File: src/rtl/portmux_pkg.sv
package portmux_pkg;

    localparam int PORT_PINS = 8;
    localparam int ANA_LINES = 4;
    localparam int PINS_PER_GRP = 2;
    localparam int ANA_GRPS = PORT_PINS / PINS_PER_GRP;
    localparam int SEL_W = $clog2(ANA_LINES);
    localparam int ADDR_W = 3;
    localparam int DATA_W = 8;

    typedef enum logic [1:0] {
        MODE_DIO  = 2'd0,
        MODE_FUNC = 2'd1,
        MODE_ANA  = 2'd2
    } pin_mode_e;

    typedef enum logic [ADDR_W-1:0] {
        ADR_PULL = 3'd0,
        ADR_OUT  = 3'd1,
        ADR_DIR  = 3'd2,
        ADR_FUNC = 3'd3,
        ADR_ANA  = 3'd4,
        ADR_PIN  = 3'd5
    } reg_addr_e;

    typedef struct packed {
        logic [PORT_PINS-1:0] pull;
        logic [PORT_PINS-1:0] dout;
        logic [PORT_PINS-1:0] dir;
        logic [PORT_PINS-1:0] fn_en;
        logic [ANA_GRPS-1:0]  ana_en;
    } port_cfg_t;

    typedef struct packed {
        logic                 oe;
        logic                 dout;
        logic                 pu;
        logic [ANA_LINES-1:0] sw;
    } pin_drive_t;

    function automatic pin_mode_e resolve_mode(input logic ana, input logic fn);
        if (ana)     return MODE_ANA;
        else if (fn) return MODE_FUNC;
        else         return MODE_DIO;
    endfunction

endpackage

File: src/rtl/portmux_regs.sv
module portmux_regs
    import portmux_pkg::*;
(
    input  logic                 clk,
    input  logic                 rst,
    input  logic                 cfg_rst,
    input  logic [ADDR_W-1:0]    bus_addr,
    input  logic                 bus_wr,
    input  logic [DATA_W-1:0]    bus_wdata,
    output logic [DATA_W-1:0]    bus_rdata,
    input  logic [PORT_PINS-1:0] pin_in,
    output port_cfg_t            cfg
);

    always_ff @(posedge clk) begin
        if (rst) begin
            cfg <= '0;
        end else begin
            if (bus_wr) begin
                case (bus_addr)
                    ADR_PULL: cfg.pull   <= bus_wdata[PORT_PINS-1:0];
                    ADR_OUT:  cfg.dout   <= bus_wdata[PORT_PINS-1:0];
                    ADR_DIR:  cfg.dir    <= bus_wdata[PORT_PINS-1:0];
                    ADR_FUNC: cfg.fn_en  <= bus_wdata[PORT_PINS-1:0];
                    ADR_ANA:  cfg.ana_en <= bus_wdata[ANA_GRPS-1:0];
                    default: ;
                endcase
            end
            // configuration clear wins over a same-cycle write
            if (cfg_rst) cfg.ana_en <= '0;
        end
    end

    always_comb begin
        bus_rdata = '0;
        case (bus_addr)
            ADR_PULL: bus_rdata[PORT_PINS-1:0] = cfg.pull;
            ADR_OUT:  bus_rdata[PORT_PINS-1:0] = cfg.dout;
            ADR_DIR:  bus_rdata[PORT_PINS-1:0] = cfg.dir;
            ADR_FUNC: bus_rdata[PORT_PINS-1:0] = cfg.fn_en;
            ADR_ANA:  bus_rdata[ANA_GRPS-1:0]  = cfg.ana_en;
            ADR_PIN:  bus_rdata[PORT_PINS-1:0] = pin_in;
            default:  bus_rdata = '0;
        endcase
    end


    cfg_clear_chk: assert property (@(posedge clk) disable iff (rst)
        cfg_rst |=> (bus_addr != ADR_ANA || bus_rdata == '0));


    ana_upper_zero_chk: assert property (@(posedge clk) disable iff (rst)
        (bus_addr == ADR_ANA) |-> (bus_rdata[DATA_W-1:ANA_GRPS] == '0));


    pin_read_chk: assert property (@(posedge clk) disable iff (rst)
        (bus_addr == ADR_PIN) |-> (bus_rdata[PORT_PINS-1:0] == pin_in));

endmodule

File: src/rtl/portmux_pin.sv
module portmux_pin
    import portmux_pkg::*;
(
    input  logic             clk,
    input  logic             rst,
    input  logic             ana_en,
    input  logic             fn_en,
    input  logic             dir_bit,
    input  logic             out_bit,
    input  logic             pull_bit,
    input  logic [SEL_W-1:0] line_sel,
    input  logic             fn_oe,
    input  logic             fn_do,
    output pin_drive_t       drv
);

    pin_mode_e mode;

    always_comb begin
        mode = resolve_mode(ana_en, fn_en);
        drv  = '0;
        unique case (mode)
            MODE_ANA: begin
                if (pull_bit) drv.sw[line_sel] = 1'b1;
            end
            MODE_FUNC: begin
                drv.oe   = fn_oe;
                drv.dout = fn_do;
                drv.pu   = pull_bit;
            end
            default: begin
                drv.oe   = dir_bit;
                drv.dout = out_bit;
                drv.pu   = pull_bit;
            end
        endcase
    end


    ana_no_drive_chk: assert property (@(posedge clk) disable iff (rst)
        ana_en |-> (!drv.oe && !drv.dout && !drv.pu));


    ana_open_chk: assert property (@(posedge clk) disable iff (rst)
        (ana_en && !pull_bit) |-> (drv.sw == '0));


    sw_onehot_chk: assert property (@(posedge clk) disable iff (rst)
        $onehot0(drv.sw));


    dio_sw_idle_chk: assert property (@(posedge clk) disable iff (rst)
        !ana_en |-> (drv.sw == '0));

endmodule

File: src/rtl/portmux_top.sv
module portmux_top
    import portmux_pkg::*;
(
    input  logic                           clk,
    input  logic                           rst,
    input  logic                           cfg_rst,
    input  logic [ADDR_W-1:0]              bus_addr,
    input  logic                           bus_wr,
    input  logic [DATA_W-1:0]              bus_wdata,
    output logic [DATA_W-1:0]              bus_rdata,
    input  logic [PORT_PINS-1:0]           pin_in,
    input  logic [PORT_PINS-1:0]           fn_oe,
    input  logic [PORT_PINS-1:0]           fn_do,
    output logic [PORT_PINS-1:0]           pad_oe,
    output logic [PORT_PINS-1:0]           pad_do,
    output logic [PORT_PINS-1:0]           pad_pu,
    output logic [PORT_PINS*ANA_LINES-1:0] ana_sw
);

    port_cfg_t cfg;

    portmux_regs i_regs (
        .clk       (clk),
        .rst       (rst),
        .cfg_rst   (cfg_rst),
        .bus_addr  (bus_addr),
        .bus_wr    (bus_wr),
        .bus_wdata (bus_wdata),
        .bus_rdata (bus_rdata),
        .pin_in    (pin_in),
        .cfg       (cfg)
    );

    for (genvar i = 0; i < PORT_PINS; i++) begin : g_pin
        localparam int GRP = i / PINS_PER_GRP;
        logic [SEL_W-1:0] sel;
        pin_drive_t       drv;

        // odd pins select from the output register, even pins from direction
        if (i % 2 == 1) begin : g_odd
            assign sel = cfg.dout[GRP*PINS_PER_GRP +: SEL_W];
        end else begin : g_even
            assign sel = cfg.dir[GRP*PINS_PER_GRP +: SEL_W];
        end

        portmux_pin i_pin (
            .clk      (clk),
            .rst      (rst),
            .ana_en   (cfg.ana_en[GRP]),
            .fn_en    (cfg.fn_en[i]),
            .dir_bit  (cfg.dir[i]),
            .out_bit  (cfg.dout[i]),
            .pull_bit (cfg.pull[i]),
            .line_sel (sel),
            .fn_oe    (fn_oe[i]),
            .fn_do    (fn_do[i]),
            .drv      (drv)
        );

        assign pad_oe[i] = drv.oe;
        assign pad_do[i] = drv.dout;
        assign pad_pu[i] = drv.pu;
        assign ana_sw[i*ANA_LINES +: ANA_LINES] = drv.sw;
    end


    reset_quiet_chk: assert property (@(posedge clk)
        rst |=> (pad_oe == '0 && pad_pu == '0 && ana_sw == '0));

endmodule

File: config.mk
export PLATFORM = sky130hd
export DESIGN_NAME = portmux_top
export DESIGN_NICKNAME = d
export VERILOG_FILES = /design/src/rtl/portmux_pkg.sv /design/src/rtl/portmux_regs.sv /design/src/rtl/portmux_pin.sv /design/src/rtl/portmux_top.sv
export SDC_FILE = /design/constraint.sdc
export NUM_CORES = 1
export LEC_CHECK = 0
export BUFFER_PORTS_ARGS = -buffer_cell sky130_fd_sc_hd__buf_4
export CAP_MARGIN = 20
export CORE_MARGIN = 8
export CORE_UTILIZATION = 25
export CTS_CLUSTER_SIZE = 14
export DETAILED_ROUTE_END_ITERATION = 10
export GPL_TIMING_DRIVEN = 0
export PLACE_DENSITY = 0.5
export SYNTH_ARGS = -nofsm -noshare
export SYNTH_HDL_FRONTEND = slang
export SYNTH_HIERARCHICAL = 1
export SYNTH_SLANG_ARGS = --single-unit
File: constraint.sdc
create_clock -name clk -period 1.8 [get_ports clk]
set_clock_uncertainty 0.1 [all_clocks]
set_input_delay 0.27 -clock clk [delete_from_list [all_inputs] [get_ports clk]]
set_output_delay 0.27 -clock clk [all_outputs]
set_load 0.01 [all_outputs]
==> results of run 1 <==
cell type report:
| cell class | instances | area share |
|---|---|---|
| multi-input combinational | 228 | 0.4350 |
| inverter | 10 | 0.01205 |
| sequential | 36 | 0.2199 |
| timing repair buffer | 108 | 0.2378 |
| tap | 111 | 0.04054 |
| buffer | 13 | 0.02849 |
| clock buffer | 8 | 0.02630 |
cells by family (layout without fill, tap and decap cells):
| kind of cell | count (synthesis) | count (layout) | synth area share |
|---|---|---|---|
| buffers and inverters | 24 | 139 | 0.05274 |
| multiplexers | 52 | 52 | 0.2442 |
| AND/OR/NAND/NOR | 151 | 151 | 0.3241 |
| AO/OA/AOI/OAI | 25 | 25 | 0.06580 |
| flip-flops | 36 | 36 | 0.3132 |
report_power, final:
group,switching [mW],internal [mW],total (mW)
Clock,0.291,0.313,0.604
Combinational,0.148,0.160,0.309
Sequential,0.0252,0.808,0.834
Total,0.465,1.28,1.75
worst min path at each step:
stage                     slack [ns]            end  cells past startpoint    start
after global routing            0.06  i_regs/cfg[3]                      2  cfg_rst
after CTS                       0.06  i_regs/cfg[1]                      2  cfg_rst
after global placement          0.38  i_regs/cfg[2]                      2  cfg_rst
final                           0.07  i_regs/cfg[0]                      2  cfg_rst
after floorplan                 0.25  i_regs/cfg[0]                      1  cfg_rst
after detailed placement        0.38  i_regs/cfg[2]                      2  cfg_rst
repair_timing:
action | 4_1_cts | 5_1_grt
setup buffers | 1 | 6
pin swaps | 1 | 0
setup endpoints to repair | 5 | 14
gates resized for setup | 14 | 23
cell usage after synthesis (3+ instances only):
cell,number
nor3_1,21
buf_4,3
and4bb_2,3
nor2_1,49
clkbuf_1,4
mux2_2,9
nand2b_1,3
nand3_1,8
mux2i_1,40
dfxtp_1,36
nand2_1,46
nand2_2,7
and2b_2,8
inv_1,10
o221ai_1,3
buf_2,3
a21oi_1,16
cell usage in the layout, fill, tap and decap left out, types with 2 or more instances in the layout:
| cell type | instances |
|---|---|
| nand2_2 | 7 |
| a21oi_1 | 16 |
| nand2b_1 | 3 |
| mux2_2 | 9 |
| a31oi_1 | 2 |
| dfxtp_4 | 4 |
| nand2_1 | 46 |
| clkbuf_1 | 6 |
| dfxtp_1 | 18 |
| a221oi_2 | 2 |
| clkbuf_8 | 6 |
| nor2_1 | 48 |
| buf_6 | 2 |
| o221ai_1 | 2 |
| inv_1 | 8 |
| mux4_2 | 2 |
| dfxtp_2 | 14 |
| buf_4 | 109 |
| mux2i_1 | 40 |
| and4bb_2 | 3 |
| nor3_1 | 21 |
| nand3_1 | 8 |
| and2b_2 | 8 |
through the flow:
stage          cell area, µm²  utilization  power (mW)
3_5_place_dp             3198       0.3528       1.149
5_1_grt                  3426       0.3779       1.829
2_1_floorplan            2301            -      0.9880
6_report                 3426       0.3779       1.746
3_3_place_gp             3198       0.3528       1.145
4_1_cts                  3334       0.3678       1.759
layer usage:
| layer | routed length [µm] | vias to the layer above |
|---|---|---|
| met3 | 550 | 5 |
| met5 | 0 | - |
| met2 | 4245 | 58 |
| met1 | 3700 | 1105 |
| met4 | 55 | 0 |
| li1 | - | 1223 |
==> results.yml, run 1 <==
logic_synthesis:
  yosys_register_bits: 36
  avgSynthCellArea_um2: 7.989
  synth_edf_count: 0
  synth_top_area_frac: 0.3132
  yosys.area.top_type: "dfxtp_1"
  ys_types: 32
  ys_seq_area_frac: 0.3132
  synth_nets: 327
  syn_area_um2: 2301
  synth_area_leaders: "dfxtp_1 31%, mux2i_1 17%, nor2_1 8.0%"
  synth_ff_type: "dfxtp_1"
  synthCells: 288
  async_flop_share: 0
  synth_warnings: 6
drt:
  wl_um: 8552
  drc: 0
  num_vias: 2391
  drtPass1Iterations: 6
  drtIter0Drc: 112
  vias_per_cell: 4.652
  antenna_left: 0
  wl_per_cell_um: 16.64
sta:
  tns_ns: -0.03754
  slew_headroom: 0.5735
  period_share: 1.021
  final_max_slew_viol_count: 0
  layout_setup_ws_ns: -0.03754
  hold_violations: 0
  hold_ws_ns: 0.06940
  min_period_ns: 1.838
  finalSetupViolations: 1
  worstMarginPinSlew_ns: 0.6398
  rsz0062_at_grt: "yes"
  clock.fmax_mhz: 544.2
critical_path:
  cp_max_fo: 2
  cp-start-kind: "flop"
  crit_slowest_cell: "dfxtp_4"
  worst_ep_arrival_time_ns: 1.47
  cp-endpoint: "bus_rdata[6]"
  worstSetupPathDepth: 4
  critical_path.max_stage_delay_ns: 0.35
  critPathBufInv: 1
  regToRegSetupSlack_ns: 0.86
  endpoint_kind: "output port"
  r2r-end: "i_regs/cfg[2]"
  crit_start: "i_regs/cfg[18]"
  r2r_cells: 2
  worst-setup-path-type: "flop to output port"
  crit_path_cell_trace: "mux2_4 -> and3_4 -> a311o_1 -> buf_6"
  crit_required_ns: 1.43
  worst_path_dominant_cell_family: "flip-flops"
  r2r_start: "i_regs/cfg[2]"
finish:
  area_growth_pct: 48.89
  fillerInstances: 942
  diodes: 0
  nNetsFinal: 441
  top_register: "i_regs/cfg"
  drive_gt1_frac: 0.4467
  multi_input_area_um2: 1490
  final-seq-area_um2: 753.2
  largest_reg_flops: 36
  top_regs: "i_regs/cfg: 36 flops"
  final_cells: 514
global_route:
  use_met2: 0.2322
  grt_pass1_wl_um: 13460
  antenna_found_initial: 0
  grt_start_max_net_pins: 13
  grt_pass1_vias: 2538
  grt_remaining_overflow: 0
  gr-max-usage-layer: "met2"
  grtUsageTotal: 0.1343
  grt_use_met1: 0.1571
  use_met3: 0.04654
clocking:
  cts_buffers: 5
  clockBufferDepth: 2
  path_clk_slew_ns: 0.08
  ctsHoldBuffers: 0
  cts_tree: "yes"
  cts_num_sinks: 36
  htreeDepth: 2
  cts_root_buffer: "clkbuf_8"
  clock_latency_ns: 0.28
floorplan:
  dieHeight_um: 111.9
  die_w_um: 111.9
  rows: 35
  initial_core_util: 0.2538
  io-pin-count: 103
  coreArea_um2: 9065
  dieArea_um2: 12530
place:
  gp_routability_congestion: 0.7252
  dp_cells: 500
  port_buffers: 101
  dp_slack_ns: -0.08327
  hpwl_um: 6356
outcome:
  status: "finished, violations left"
  violations: "setup timing"
pwr:
  powerDensity_nw_per_um2: 509.7
  p_leak_nw: 1.451
  ir_drop_uv: 243.7
run:
  drv_cap: 0
worst_hold_path:
  worstHoldPathType: "input pin to flop"
Note: power is estimated with default switching activity, not from simulation.
==> run 2: changes to the inputs <==
--- a/config.mk
+++ b/config.mk
@@ -11,8 +11,9 @@
 export CORE_UTILIZATION = 25
 export CTS_CLUSTER_SIZE = 14
 export DETAILED_ROUTE_END_ITERATION = 10
-export GPL_TIMING_DRIVEN = 0
 export PLACE_DENSITY = 0.5
+export RECOVER_POWER = 25
+export SKIP_LAST_GASP = 1
 export SYNTH_ARGS = -nofsm -noshare
 export SYNTH_HDL_FRONTEND = slang
 export SYNTH_HIERARCHICAL = 1
==> results.yml, run 2 (synthesis results as in run 1) <==
outcome:
  status: "finished, violations left"
  violations: "setup timing"
critical_path:
  cp_max_fo: 2
  r2r-end: "i_regs/cfg[0]"
  crit_start: "i_regs/cfg[10]"
  cp-endpoint: "bus_rdata[6]"
  cp-start-kind: "flop"
  critPathBufInv: 1
  crit_slowest_cell: "dfxtp_4"
  r2r_cells: 3
  worst_ep_arrival_time_ns: 1.48
  regToRegSetupSlack_ns: 0.83
  critical_path.max_stage_delay_ns: 0.34
  crit_path_cell_trace: "mux2_4 -> and3_4 -> a311o_1 -> buf_4"
  crit_required_ns: 1.43
  endpoint_kind: "output port"
  worst-setup-path-type: "flop to output port"
  worst_path_dominant_cell_family: "flip-flops"
  r2r_start: "i_regs/cfg[0]"
  worstSetupPathDepth: 4
finish:
  final_util: 0.3749
  nNetsFinal: 444
  area_growth_pct: 47.69
  final_cell_mix: "118 x buf_4, 49 x nor2_1, 46 x nand2_1, 40 x mux2i_1, 25 x dfxtp_1"
  final_common_cell: "buf_4"
  diodes: 0
  drive_gt1_frac: 0.4293
  top_register: "i_regs/cfg"
  fillerInstances: 937
  top_regs: "i_regs/cfg: 36 flops"
  largest_reg_flops: 36
  finalInstanceArea_um2: 3398
place:
  port_buffers: 102
  dpl-instance-area_um2: 3247
  gp_routability_congestion: 0.7296
  hpwl_um: 6214
floorplan:
  coreArea_um2: 9065
  initial_core_util: 0.2538
  die_w_um: 111.9
  io-pin-count: 103
  dieHeight_um: 111.9
  dieArea_um2: 12530
  rows: 35
clocking:
  cts_buffers: 5
  cts_num_sinks: 36
  clock_latency_ns: 0.28
  cts_tree: "yes"
  path_clk_slew_ns: 0.07
  htreeDepth: 2
  cts_root_buffer: "clkbuf_8"
  clockBufferDepth: 2
sta:
  worstMarginPinSlew_ns: 0.4394
  slew_headroom: 0.7069
  hold_ws_ns: 0.08183
  clock.fmax_mhz: 540.6
  hold_violations: 0
  final_max_slew_viol_count: 0
  layout_setup_ws_ns: -0.04980
  min_period_ns: 1.850
  period_share: 1.028
  rsz0062_at_grt: "yes"
  tns_ns: -0.04980
  finalSetupViolations: 1
worst_hold_path:
  worstHoldPathType: "input pin to flop"
pwr:
  p_leak_nw: 1.458
  ir_drop_uv: 214.6
  p_total_mw: 1.648
  powerDensity_nw_per_um2: 485.1
drt:
  drtIter0Drc: 134
  wl_um: 8137
  drc: 0
  num_vias: 2398
  drtPass1Iterations: 4
  antenna_left: 0
  vias_per_cell: 4.665
  wl_per_cell_um: 15.83
global_route:
  grt_remaining_overflow: 0
  grtUsageTotal: 0.1261
  grt_pass1_vias: 2463
  antenna_found_initial: 0
  grt_pass1_wl_um: 12740
  grt_start_max_net_pins: 37
run:
  drv_cap: 0
[run 2: area by class of cell]
| class | instances | area [µm²] | share of cell area |
|---|---|---|---|
| Clock buffer | 5 | 68.82 | 0.02025 |
| Inverter | 10 | 37.54 | 0.01105 |
| Multi-Input combinational cell | 228 | 1474 | 0.4337 |
| Sequential cell | 36 | 747.0 | 0.2198 |
| Tap cell | 111 | 138.9 | 0.04087 |
| Timing Repair Buffer | 124 | 932.1 | 0.2743 |
[run 2: metrics by stage]
stage / setup WS, ns / std cells
floorplan: 0.2366 / 288
global placement: 0.08373 / 502
detailed placement: 0.07852 / 502
CTS: -0.06967 / 508
global route: -0.08726 / 514
finish: -0.04980 / 514
[run 2: per-layer routing]
layer  global-route usage  vias up  routed length (µm)
li1                     -     1226                   -
met1               0.1482     1099                3556
met2               0.2157       67                3877
met3              0.04113        6                 646
met4              0.03237        0                  57
met5                    0        -                   0
[run 2: worst min path at each step]
stage / start / to / slack, ns / cells past startpoint
3_3_place_gp: cfg_rst / i_regs/cfg[2] / 0.38 / 2
3_5_place_dp: cfg_rst / i_regs/cfg[0] / 0.38 / 2
4_1_cts: cfg_rst / i_regs/cfg[0] / 0.08 / 2
6_report: cfg_rst / i_regs/cfg[0] / 0.08 / 2
2_1_floorplan: cfg_rst / i_regs/cfg[0] / 0.25 / 1
5_1_grt: cfg_rst / i_regs/cfg[0] / 0.08 / 2
[run 2: power breakdown]
group          internal [mW]  leakage, nW  switching, mW
Sequential             0.807        0.298         0.0219
Combinational          0.156         1.12          0.144
Clock                  0.250       0.0359          0.270
Total                   1.21         1.46          0.436
[run 2: what timing repair did]
action                     in CTS  in global routing
hold buffers                    0                  0
pin swaps                       1                  0
buffers inserted                1                  6
resized for setup               8                 14
setup endpoints to repair       3                  5
[run 2: worst register-to-register path, stage by stage (launching register included)]
cell     delay, ns
dfxtp_1       0.41
buf_4         0.19
mux2i_1       0.08
nor3_1        0.12
==> run 3: changes to the inputs <==
--- a/config.mk
+++ b/config.mk
@@ -8,10 +8,10 @@
 export BUFFER_PORTS_ARGS = -buffer_cell sky130_fd_sc_hd__buf_4
 export CAP_MARGIN = 20
 export CORE_MARGIN = 8
-export CORE_UTILIZATION = 25
+export CORE_UTILIZATION = 47
 export CTS_CLUSTER_SIZE = 14
 export DETAILED_ROUTE_END_ITERATION = 10
-export PLACE_DENSITY = 0.5
+export PLACE_DENSITY = 0.82
 export RECOVER_POWER = 25
 export SKIP_LAST_GASP = 1
 export SYNTH_ARGS = -nofsm -noshare
==> results.yml, run 3 (synthesis results as in run 1) <==
drt:
  wl_um: 7647
  wl_per_cell_um: 16.24
  num_vias: 2501
  antenna_left: 0
  vias_per_cell: 5.310
  drtIter0Drc: 130
  drtPass1Iterations: 4
  drc: 0
floorplan:
  io-pin-count: 103
  rows: 25
  dieArea_um2: 7391
  initial_core_util: 0.4872
  dieHeight_um: 85.97
  coreArea_um2: 4723
  die_w_um: 85.97
clocking:
  cts_root_buffer: "clkbuf_8"
  clockBufferDepth: 2
  ctsHoldBuffers: 0
  cts_num_sinks: 36
  clock_latency_ns: 0.29
  path_clk_slew_ns: 0.07
  cts_buffers: 5
  htreeDepth: 2
  cts_tree: "yes"
pwr:
  p_sw_frac: 0.2359
  p_leak_nw: 1.490
  power_frac_seq: 0.437
  intPower_mw: 1.446
  powerDensity_nw_per_um2: 554.9
  power_frac_clock: 0.409
  power.switching_uw: 446.5
  power_frac_comb: 0.155
  ir_drop_uv: 298.1
critical_path:
  endpoint_kind: "output port"
  crit_slowest_cell: "dfxtp_4"
  cp-start-kind: "flop"
  cp_max_fo: 2
  worst-setup-path-type: "flop to output port"
  crit_required_ns: 1.43
  crit_path_cell_trace: "mux2_4 -> and3_4 -> a311o_1 -> buf_6"
  worst_ep_arrival_time_ns: 1.49
  critical_path.max_stage_delay_ns: 0.35
sta:
  min_period_ns: 1.861
  final_max_slew_viol_count: 0
  hold_violations: 0
  finalSetupViolations: 1
  period_share: 1.034
  tns_ns: -0.06138
  hold_ws_ns: 0.06722
  rsz0062_at_grt: "yes"
  clock.fmax_mhz: 537.2
  slew_headroom: 0.7013
  worstMarginPinSlew_ns: 0.4457
  layout_setup_ws_ns: -0.06138
global_route:
  grt_pass1_vias: 2515
  grtUsageTotal: 0.2013
  grt_start_max_net_pins: 37
  antenna_found_initial: 0
  grt_remaining_overflow: 0
  grt_pass1_wl_um: 12030
finish:
  drive_gt1_frac: 0.4579
  largest_reg_flops: 36
  final_util: 0.7221
  top_regs: "i_regs/cfg: 36 flops"
  top_register: "i_regs/cfg"
  fillerInstances: 390
  final_cells: 471
  nNetsFinal: 442
  diodes: 0
  final_cell_mix: "120 x buf_4, 49 x nor2_1, 45 x nand2_1, 40 x mux2i_1, 21 x nor3_1"
  final_common_cell: "buf_4"
  area_growth_pct: 48.23
run:
  drv_cap: 0
outcome:
  violations: "setup timing"
  status: "finished, violations left"
place:
  hpwl_um: 5424
  port_buffers: 102
  dp_slack_ns: 0.06943
  gp_routability_congestion: 0.8037
  dp_cells: 453
worst_hold_path:
  worstHoldPathType: "input pin to flop"
==> run 3: cell types whose count changed in the layout (fill, tap and decap cells not counted), sizes merged <==
cell,before,now
buf,120,122
bufinv,0,1
clkbuf,9,7
==> run 3: final cells by class <==
| class | instances | area, µm² | area share |
|---|---|---|---|
| Tap cell | 67 | 83.83 | 0.02458 |
| Multi-Input combinational cell | 228 | 1476 | 0.4329 |
| Clock buffer | 7 | 96.34 | 0.02825 |
| Inverter | 10 | 37.54 | 0.01101 |
| Sequential cell | 36 | 763.2 | 0.2238 |
| Timing Repair Buffer | 122 | 923.4 | 0.2707 |
| Clock inverter | 1 | 30.03 | 0.008804 |
==> run 3: per-layer routing <==
| metal | global-route usage | vias up | part of all wire | wire length, µm |
|---|---|---|---|---|
| met5 | 0 | - | 0 | 0 |
| met4 | 0.07643 | 0 | 0.018 | 135 |
| met3 | 0.07354 | 14 | 0.10 | 765 |
| met2 | 0.3471 | 103 | 0.50 | 3825 |
| met1 | 0.2184 | 1165 | 0.38 | 2920 |
| li1 | - | 1219 | - | - |
==> run 3: worst max-delay path, delay by kind of cell (launching register included) <==
family / cells / cell delay, ns
flip-flops: 1 / 0.35
AO/OA/AOI/OAI: 1 / 0.29
multiplexers: 1 / 0.26
AND/OR/NAND/NOR: 1 / 0.17
buffers and inverters: 1 / 0.13
==> run 3: metrics by stage <==
| step | instance area, µm² | power (mW) |
|---|---|---|
| after floorplan | 2301 | 0.9880 |
| after global placement | 3142 | 1.125 |
| after detailed placement | 3142 | 1.131 |
| after CTS | 3298 | 1.902 |
| after global routing | 3411 | 1.964 |
| final | 3411 | 1.893 |
==> run 3: power by group through the flow <==
stage / sequential (mW) / clock [mW] / combinational (mW)
global placement: 0.855 / 0 / 0.270
CTS: 0.834 / 0.788 / 0.281
detailed placement: 0.855 / 0 / 0.276
finish: 0.827 / 0.773 / 0.293
floorplan: 0.848 / 0 / 0.140
global route: 0.829 / 0.818 / 0.317
==> run 3: what timing repair did <==
item | CTS | global route
hold endpoints to repair | 0 | 0
setup buffers | 2 | 8
resized for setup | 7 | 28
pin swaps | 1 | 1
cloned | 0 | 0
endpoints found under the setup margin | 2 | 7
==> run 3: worst paths after layout <==
check | start | endpoint | slack, ns | cells past startpoint
setup / recovery | i_regs/cfg[18] | bus_rdata[6] | -0.06 | 4
hold / removal | cfg_rst | i_regs/cfg[1] | 0.07 | 2
setup reg to reg | i_regs/cfg[3] | i_regs/cfg[3] | 0.79 | 2
hold reg to reg | i_regs/cfg[30] | i_regs/cfg[30] | 0.39 | 2
